--- src/rtl/nco_qmod_pkg.sv ---
package nco_qmod_pkg;
  // sample width on both the baseband and modulated streams
  localparam int SAMPLE_W  = 14;
  // table index width: points per turn = 2**IDX_W
  localparam int IDX_W     = 6;
  localparam int QTR_PTS   = 2 ** (IDX_W - 2);
  // table amplitude scale (fractional bits of the trig values)
  localparam int TRIG_FRAC = SAMPLE_W - 1;
  // gain-cut ratio GAIN_NUM / 2**GAIN_SH (about -3 dB)
  localparam int GAIN_NUM  = 181;
  localparam int GAIN_SH   = 8;
  // mode byte bit positions
  localparam int MODE_LP   = 0;
  localparam int MODE_INV  = 1;
  localparam int MODE_CUT  = 2;

  typedef struct packed {
    logic signed [SAMPLE_W-1:0] i;
    logic signed [SAMPLE_W-1:0] q;
    logic signed [SAMPLE_W-1:0] sn;
    logic signed [SAMPLE_W-1:0] cs;
    logic                       inv;
    logic                       cut;
  } mix_in_t;
endpackage

--- src/rtl/nco_cfg_regs.sv ---
module nco_cfg_regs #(
  parameter int FREQ_W  = 32,
  parameter int PHASE_W = 16,
  parameter int ADDR_W  = 3
) (
  input  logic               clk,
  input  logic               rst_n,
  input  logic               wr_en,
  input  logic [ADDR_W-1:0]  wr_addr,
  input  logic [7:0]         wr_data,
  output logic [FREQ_W-1:0]  freq_word,
  output logic [PHASE_W-1:0] phase_off,
  output logic               lp_mode,
  output logic               sin_inv,
  output logic               gain_cut
);
  import nco_qmod_pkg::*;

  localparam int F_BYTES   = FREQ_W / 8;
  localparam int P_BYTES   = PHASE_W / 8;
  localparam int F_LAST    = F_BYTES - 1;
  localparam int P_BASE    = F_BYTES;
  localparam int P_LAST    = F_BYTES + P_BYTES - 1;
  localparam int MODE_ADDR = F_BYTES + P_BYTES;

  logic [FREQ_W-9:0]  f_stage;
  logic [PHASE_W-9:0] p_stage;
  logic [7:0]         mode_q;

  // lower bytes go to staging copies; the final byte commits the whole word
  always_ff @(posedge clk) begin
    if (!rst_n) begin
      f_stage   <= '0;
      p_stage   <= '0;
      freq_word <= '0;
      phase_off <= '0;
      mode_q    <= '0;
    end else if (wr_en) begin
      for (int b = 0; b < F_LAST; b++) begin
        if (wr_addr == ADDR_W'(b)) f_stage[b*8 +: 8] <= wr_data;
      end
      for (int b = 0; b < P_BYTES - 1; b++) begin
        if (wr_addr == ADDR_W'(P_BASE + b)) p_stage[b*8 +: 8] <= wr_data;
      end
      if (wr_addr == ADDR_W'(F_LAST))    freq_word <= {wr_data, f_stage};
      if (wr_addr == ADDR_W'(P_LAST))    phase_off <= {wr_data, p_stage};
      if (wr_addr == ADDR_W'(MODE_ADDR)) mode_q    <= wr_data;
    end
  end

  assign lp_mode  = mode_q[MODE_LP];
  assign sin_inv  = mode_q[MODE_INV];
  assign gain_cut = mode_q[MODE_CUT];
endmodule

--- src/rtl/nco_phase_acc.sv ---
module nco_phase_acc #(
  parameter int FREQ_W  = 32,
  parameter int PHASE_W = 16,
  parameter int LP_BITS = 5,
  parameter int IDX_W   = 6
) (
  input  logic               clk,
  input  logic               rst_n,
  input  logic               advance,
  input  logic               lp_mode,
  input  logic [FREQ_W-1:0]  freq_word,
  input  logic [PHASE_W-1:0] phase_off,
  output logic [FREQ_W-1:0]  acc_o,
  output logic [IDX_W-1:0]   idx_o
);
  localparam logic [FREQ_W-1:0]  F_MASK = ~({FREQ_W{1'b1}} >> LP_BITS);
  localparam logic [PHASE_W-1:0] P_MASK = ~({PHASE_W{1'b1}} >> LP_BITS);
  localparam int                 P_SH   = FREQ_W - PHASE_W;

  logic [FREQ_W-1:0]  acc_q;
  logic [FREQ_W-1:0]  acc_use;
  logic [FREQ_W-1:0]  step_use;
  logic [PHASE_W-1:0] off_use;
  logic [FREQ_W-1:0]  phase_sum;

  always_comb begin
    acc_use   = lp_mode ? (acc_q & F_MASK) : acc_q;
    step_use  = lp_mode ? (freq_word & F_MASK) : freq_word;
    off_use   = lp_mode ? (phase_off & P_MASK) : phase_off;
    phase_sum = acc_use + {off_use, {P_SH{1'b0}}};
  end

  always_ff @(posedge clk) begin
    if (!rst_n)       acc_q <= '0;
    else if (advance) acc_q <= acc_use + step_use;
  end

  assign acc_o = acc_q;
  assign idx_o = phase_sum[FREQ_W-1 -: IDX_W];
endmodule

--- src/rtl/nco_sincos_lut.sv ---
module nco_sincos_lut
  import nco_qmod_pkg::*;
(
  input  logic [IDX_W-1:0]           idx,
  output logic signed [SAMPLE_W-1:0] sin_o,
  output logic signed [SAMPLE_W-1:0] cos_o
);
  // first quadrant, inclusive of both end points
  function automatic logic [SAMPLE_W-2:0] qtab(input logic [IDX_W-2:0] k);
    case (k)
      5'd0:    qtab = 13'd0;
      5'd1:    qtab = 13'd803;
      5'd2:    qtab = 13'd1598;
      5'd3:    qtab = 13'd2378;
      5'd4:    qtab = 13'd3135;
      5'd5:    qtab = 13'd3861;
      5'd6:    qtab = 13'd4551;
      5'd7:    qtab = 13'd5196;
      5'd8:    qtab = 13'd5792;
      5'd9:    qtab = 13'd6332;
      5'd10:   qtab = 13'd6811;
      5'd11:   qtab = 13'd7224;
      5'd12:   qtab = 13'd7567;
      5'd13:   qtab = 13'd7838;
      5'd14:   qtab = 13'd8034;
      5'd15:   qtab = 13'd8152;
      default: qtab = 13'd8191;
    endcase
  endfunction

  // fold a full-turn index onto the quadrant table
  function automatic logic signed [SAMPLE_W-1:0] wave(input logic [IDX_W-1:0] p);
    logic [IDX_W-2:0] fine;
    logic [IDX_W-2:0] k;
    logic [SAMPLE_W-2:0] mag;
    fine = {1'b0, p[IDX_W-3:0]};
    k    = p[IDX_W-2] ? (IDX_W-1)'(QTR_PTS) - fine : fine;
    mag  = qtab(k);
    wave = p[IDX_W-1] ? -$signed({1'b0, mag}) : $signed({1'b0, mag});
  endfunction

  logic signed [SAMPLE_W-1:0] vals [2];

  // lane 0 reads the sine, lane 1 the cosine a quarter turn ahead
  for (genvar ln = 0; ln < 2; ln++) begin : g_lane
    logic [IDX_W-1:0] lane_idx;
    assign lane_idx = idx + IDX_W'(ln * QTR_PTS);
    assign vals[ln] = wave(lane_idx);
  end

  assign sin_o = vals[0];
  assign cos_o = vals[1];
endmodule

--- src/rtl/nco_mixer.sv ---
module nco_mixer
  import nco_qmod_pkg::*;
(
  input  mix_in_t                    x,
  output logic signed [SAMPLE_W-1:0] y
);
  localparam int PW = 2 * SAMPLE_W + 4;
  localparam logic signed [PW-1:0] HALF  = PW'(2 ** (TRIG_FRAC - 1));
  localparam logic signed [PW-1:0] G_NUM = PW'(GAIN_NUM);
  localparam logic signed [PW-1:0] G_RND = PW'(2 ** (GAIN_SH - 1));
  localparam logic signed [PW-1:0] MAXV  = PW'(2 ** (SAMPLE_W - 1) - 1);
  localparam logic signed [PW-1:0] MINV  = -PW'(2 ** (SAMPLE_W - 1));

  function automatic logic signed [PW-1:0] sx(input logic signed [SAMPLE_W-1:0] v);
    sx = {{(PW - SAMPLE_W){v[SAMPLE_W-1]}}, v};
  endfunction

  logic signed [PW-1:0] p_i, p_q, p_sum, p_rnd, p_gain;

  always_comb begin
    p_i    = sx(x.i) * sx(x.cs);
    p_q    = sx(x.q) * sx(x.sn);
    p_sum  = x.inv ? (p_i + p_q) : (p_i - p_q);
    p_rnd  = (p_sum + HALF) >>> TRIG_FRAC;
    p_gain = x.cut ? ((p_rnd * G_NUM + G_RND) >>> GAIN_SH) : p_rnd;
    if (p_gain > MAXV)      y = MAXV[SAMPLE_W-1:0];
    else if (p_gain < MINV) y = MINV[SAMPLE_W-1:0];
    else                    y = p_gain[SAMPLE_W-1:0];
  end
endmodule

--- src/rtl/nco_qmod.sv ---
module nco_qmod
  import nco_qmod_pkg::*;
#(
  parameter int FREQ_W  = 32,
  parameter int PHASE_W = 16,
  parameter int LP_BITS = 5,
  parameter int ADDR_W  = 3
) (
  input  logic                       clk,
  input  logic                       rst_n,
  input  logic                       cfg_wr_en,
  input  logic [ADDR_W-1:0]          cfg_addr,
  input  logic [7:0]                 cfg_data,
  input  logic                       s_valid,
  output logic                       s_ready,
  input  logic signed [SAMPLE_W-1:0] s_i,
  input  logic signed [SAMPLE_W-1:0] s_q,
  output logic                       m_valid,
  input  logic                       m_ready,
  output logic signed [SAMPLE_W-1:0] m_data
);
  logic [FREQ_W-1:0]  freq_word;
  logic [PHASE_W-1:0] phase_off;
  logic               lp_mode, sin_inv, gain_cut;
  logic [FREQ_W-1:0]  acc_state;
  logic [IDX_W-1:0]   lut_idx;
  logic signed [SAMPLE_W-1:0] sin_v, cos_v, mix_y;

  logic    st1_v, st2_v;
  mix_in_t st1_q;
  logic signed [SAMPLE_W-1:0] st2_y;
  logic    st1_open, st2_open, take, move;

  nco_cfg_regs #(
    .FREQ_W(FREQ_W), .PHASE_W(PHASE_W), .ADDR_W(ADDR_W)
  ) u_cfg (
    .clk(clk), .rst_n(rst_n),
    .wr_en(cfg_wr_en), .wr_addr(cfg_addr), .wr_data(cfg_data),
    .freq_word(freq_word), .phase_off(phase_off),
    .lp_mode(lp_mode), .sin_inv(sin_inv), .gain_cut(gain_cut)
  );

  nco_phase_acc #(
    .FREQ_W(FREQ_W), .PHASE_W(PHASE_W), .LP_BITS(LP_BITS), .IDX_W(IDX_W)
  ) u_acc (
    .clk(clk), .rst_n(rst_n), .advance(take), .lp_mode(lp_mode),
    .freq_word(freq_word), .phase_off(phase_off),
    .acc_o(acc_state), .idx_o(lut_idx)
  );

  nco_sincos_lut u_lut (
    .idx(lut_idx), .sin_o(sin_v), .cos_o(cos_v)
  );

  nco_mixer u_mix (
    .x(st1_q), .y(mix_y)
  );

  // two-stage pipeline: stage 1 holds operands, stage 2 holds the result
  assign st2_open = !st2_v || m_ready;
  assign st1_open = !st1_v || st2_open;
  assign take     = s_valid && st1_open;
  assign move     = st1_v && st2_open;
  assign s_ready  = st1_open;

  always_ff @(posedge clk) begin
    if (!rst_n) begin
      st1_v <= 1'b0;
      st1_q <= '0;
    end else begin
      if (st1_open) st1_v <= s_valid;
      if (take) begin
        st1_q.i   <= s_i;
        st1_q.q   <= s_q;
        st1_q.sn  <= sin_v;
        st1_q.cs  <= cos_v;
        st1_q.inv <= sin_inv;
        st1_q.cut <= gain_cut;
      end
    end
  end

  always_ff @(posedge clk) begin
    if (!rst_n) begin
      st2_v <= 1'b0;
      st2_y <= '0;
    end else begin
      if (st2_open) st2_v <= st1_v;
      if (move)     st2_y <= mix_y;
    end
  end

  assign m_valid = st2_v;
  assign m_data  = st2_y;
endmodule

--- config.mk ---
export PLATFORM = sky130hd
export DESIGN_NAME = nco_qmod
export DESIGN_NICKNAME = d
export VERILOG_FILES = /design/src/rtl/nco_qmod_pkg.sv /design/src/rtl/nco_cfg_regs.sv /design/src/rtl/nco_phase_acc.sv /design/src/rtl/nco_sincos_lut.sv /design/src/rtl/nco_mixer.sv /design/src/rtl/nco_qmod.sv
export SDC_FILE = /design/constraint.sdc
export NUM_CORES = 2
export LEC_CHECK = 0
export BUFFER_PORTS_ARGS = -buffer_cell sky130_fd_sc_hd__buf_2
export CORE_MARGIN = 2
export CORE_UTILIZATION = 56
export DETAILED_ROUTE_END_ITERATION = 8
export PLACE_DENSITY = 0.7
export SLEW_MARGIN = 15
export SYNTH_ARGS = -nofsm -noshare
export SYNTH_HDL_FRONTEND = slang
export SYNTH_SLANG_ARGS = --single-unit
--- constraint.sdc ---
create_clock -name clk -period 25 [get_ports clk]
set_input_delay 1.25 -clock clk [delete_from_list [all_inputs] [get_ports clk]]
set_output_delay 1.25 -clock clk [all_outputs]
set_load 0.02 [all_outputs]
==> results.py <==
metrics = {
    "critical_path": {
        "end_kind": "flip-flop",
        "crit_path_top_delay_cell": "or4_4",
        "cp.arrival_ps": 15930,
        "rrSetupSlack_ps": 9410,
        "r2r-start": "st1_q[35]",
        "r2r_cells": 61,
        "critical_path_class": "reg2reg",
        "cp_data_required_time_ps": 25330,
        "cp-start-kind": "flip-flop",
        "critical_path.max_fanout": 15,
        "crit_top_cell": "fa_1",
        "slowest_delay_ps": 570,
        "timing.rr.end": "m_data[9]",
    },
    "route": {
        "viasPerCell": 5.524,
        "num_vias": 25380,
        "ant_nets": 0,
        "wire_per_inst_um": 16.61,
        "routed_wl_um": 76290,
        "drc": 0,
        "drt-pass1-iter-count": 5,
        "first_iter_violations": 1454,
    },
    "synth": {
        "syn_avg_cell_area_um2": 8.285,
        "yosys_most_used_dff": "dfxtp_1",
        "syn_area_um2": 32170,
        "synth-warning-count": 0,
        "syn_nets": 4674,
        "postSynthCellCount": 3883,
        "synth-edff-count": 0,
        "yosys_register_bits": 189,
        "yosysUniqueCellTypes": 109,
        "synthArstFlopShare_pct": 0,
        "synth_seq_area_share_pct": 11.76,
    },
    "die": {
        "initial_core_util_pct": 56.83,
        "die_w_um": 243.7,
        "die_h_um": 243.7,
        "io_pins": 60,
        "num_rows": 87,
        "core-area_um2": 56600,
        "dieArea_um2": 59380,
    },
    "placed_design": {
        "io_buffers": 59,
        "gp_congestion": 0.9417,
        "dp_hpwl_um": 61260,
        "dp.cells": 4562,
    },
    "sta": {
        "slew_headroom_pct": 18.87,
        "final.min_clock_period_ps": 15590,
        "fin_crit_sh_pct": 62.36,
        "setup_viol": 0,
        "finalSetupTns_ps": 0,
        "clock_skew_ps": 28.20,
        "fmax_mhz": 64.14,
        "tightest_slew_ps": 1208,
        "rsz0062_at_grt": "no",
        "hold_viol": 0,
        "slew_viol_final": 0,
    },
    "global_route": {
        "grt.overflow.total": 0,
        "antenna_found_initial": 2,
        "grt_start_max_net_pins": 99,
        "track_usage_pct": 26.22,
        "grt_pass1_wl_um": 127200,
        "grt_pass1_vias": 25430,
    },
    "finish": {
        "syn2layout_area_growth_pct": 4.500,
        "drive_gt1_share_pct": 5.341,
        "n_antenna_cell": 0,
        "final_cell_count_no_fill": 4594,
        "final_common_cell": "nand2_1",
        "final_cell_mix": "567 x nand2_1, 564 x inv_1, 439 x fa_1",
        "finalNetCount": 4616,
    },
    "flow_run": {
        "cap_viol_max_count": 0,
    },
    "cts": {
        "cts_tree": "yes",
        "clockBufferDepth": 2,
        "clkLatencyLatePin_ps": 490,
        "htree_levels": 4,
        "holdBufCountCts": 0,
        "cts.sinks": 189,
        "clockRootBuffer": "clkbuf_16",
        "cts_buffers": 17,
        "clk_pin_slew_ps": 90,
        "cts-resized-gates": 0,
        "post-cts-setup-buffers": 0,
    },
    "hold_path": {
        "holdPathStages": 2,
        "whs_endpoint": "u_acc.acc_o[9]",
        "min_path_type": "reg2reg",
        "min_from": "u_acc.acc_o[9]",
    },
    "outcome": {
        "status": "finished clean",
    },
}
[state kept, by name (all words and copies together) (netlist names)]
| signal | cells |
|---|---|
| u_acc.acc_o | 32 |
| u_cfg.f_stage | 24 |
| u_cfg.phase_off | 16 |
| m_valid | 1 |
| u_cfg.freq_word | 32 |
| st1_q | 58 |
| u_cfg.mode_q | 3 |
| m_data | 14 |
| u_cfg.p_stage | 8 |
| st1_v | 1 |
[final cells by class]
cell class / instances / area (um2)
multi-input cells: 2970 / 25660
fillers: 5174 / 22990
flip-flops and latches: 189 / 3785
inverters: 568 / 2137
well taps: 756 / 945.9
repair buffers: 79 / 445.4
clock buffers: 17 / 425.4
clock inverters: 15 / 217.7
[per-layer routing]
layer	global-route usage [%]	up-vias	wire length, um	share of wire (%)
met3	4.594	89	3572	4.7
li1	-	12470	-	-
met5	0	-	14	0.018
met1	35.93	12330	35450	46
met2	42.91	497	35520	47
met4	6.869	2	1733	2.3
[metrics by stage]
stage | worst slack [ps] | hold slack (ps) | area [um2] | util (%)
floorplan | 10440 | 427.3 | 32170 | -
global placement | 9686 | 434.3 | 32970 | 58.25
detailed placement | 9360 | 441.4 | 32970 | 58.25
CTS | 9361 | 453.2 | 33620 | 59.39
global route | 8278 | 462.1 | 33620 | 59.39
finish | 9410 | 451.8 | 33620 | 59.39
[critical path: cells and delay by family (launching register included)]
| kind | cells | cell delay [ps] |
|---|---|---|
| xor gates and xnor gates | 5 | 1200 |
| adders and majority gates | 13 | 5940 |
| buffers and inverters | 8 | 420 |
| DFF | 1 | 460 |
| muxes | 1 | 260 |
| and+or+nand+nor | 13 | 2920 |
| AOI/OAI and AO/OA | 21 | 4260 |
[Yosys cell counts (30+ instances only)]
| cell type | number | area [um2] |
|---|---|---|
| clkbuf_1 | 144 | 540.5 |
| o21a_1 | 30 | 225.2 |
| inv_1 | 565 | 2121 |
| ha_1 | 308 | 3854 |
| a21o_1 | 47 | 352.8 |
| nor2_1 | 184 | 690.7 |
| fa_1 | 439 | 8788 |
| nor2b_1 | 79 | 494.2 |
| a21oi_1 | 264 | 1321 |
| nand2b_1 | 40 | 250.2 |
| o21ai_0 | 87 | 435.4 |
| xor2_1 | 51 | 446.7 |
| nand2_1 | 568 | 2132 |
| nand3_1 | 62 | 310.3 |
| and2_1 | 213 | 1333 |
| xnor2_1 | 139 | 1217 |
| nor3_1 | 70 | 350.3 |
| dfxtp_1 | 189 | 3784 |
| a31oi_1 | 30 | 187.7 |
[worst max path at each step]
stage | startpoint | cells after the start | slack [ps] | end
after CTS | st1_q[35] | 61 | 9360 | m_data[9]
after floorplan | st1_q[20] | 64 | 10440 | m_data[9]
after global routing | st1_q[35] | 61 | 8280 | m_data[9]
after global placement | st1_q[35] | 61 | 9690 | m_data[9]
final | st1_q[35] | 61 | 9410 | m_data[9]
after detailed placement | st1_q[35] | 61 | 9360 | m_data[9]
[kinds of logic after synthesis]
group,after synthesis,synth area share [%]
xor gates and xnor gates,197,5.566
muxes,26,1.058
AOI/OAI and AO/OA,652,13.23
buffers and inverters,724,8.506
adders and majority gates,748,39.33
DFF,189,11.76
and+or+nand+nor,1347,20.55
Power is not shown: default switching activity piles up to over one toggle a cycle in this logic, so the estimate is an artifact.
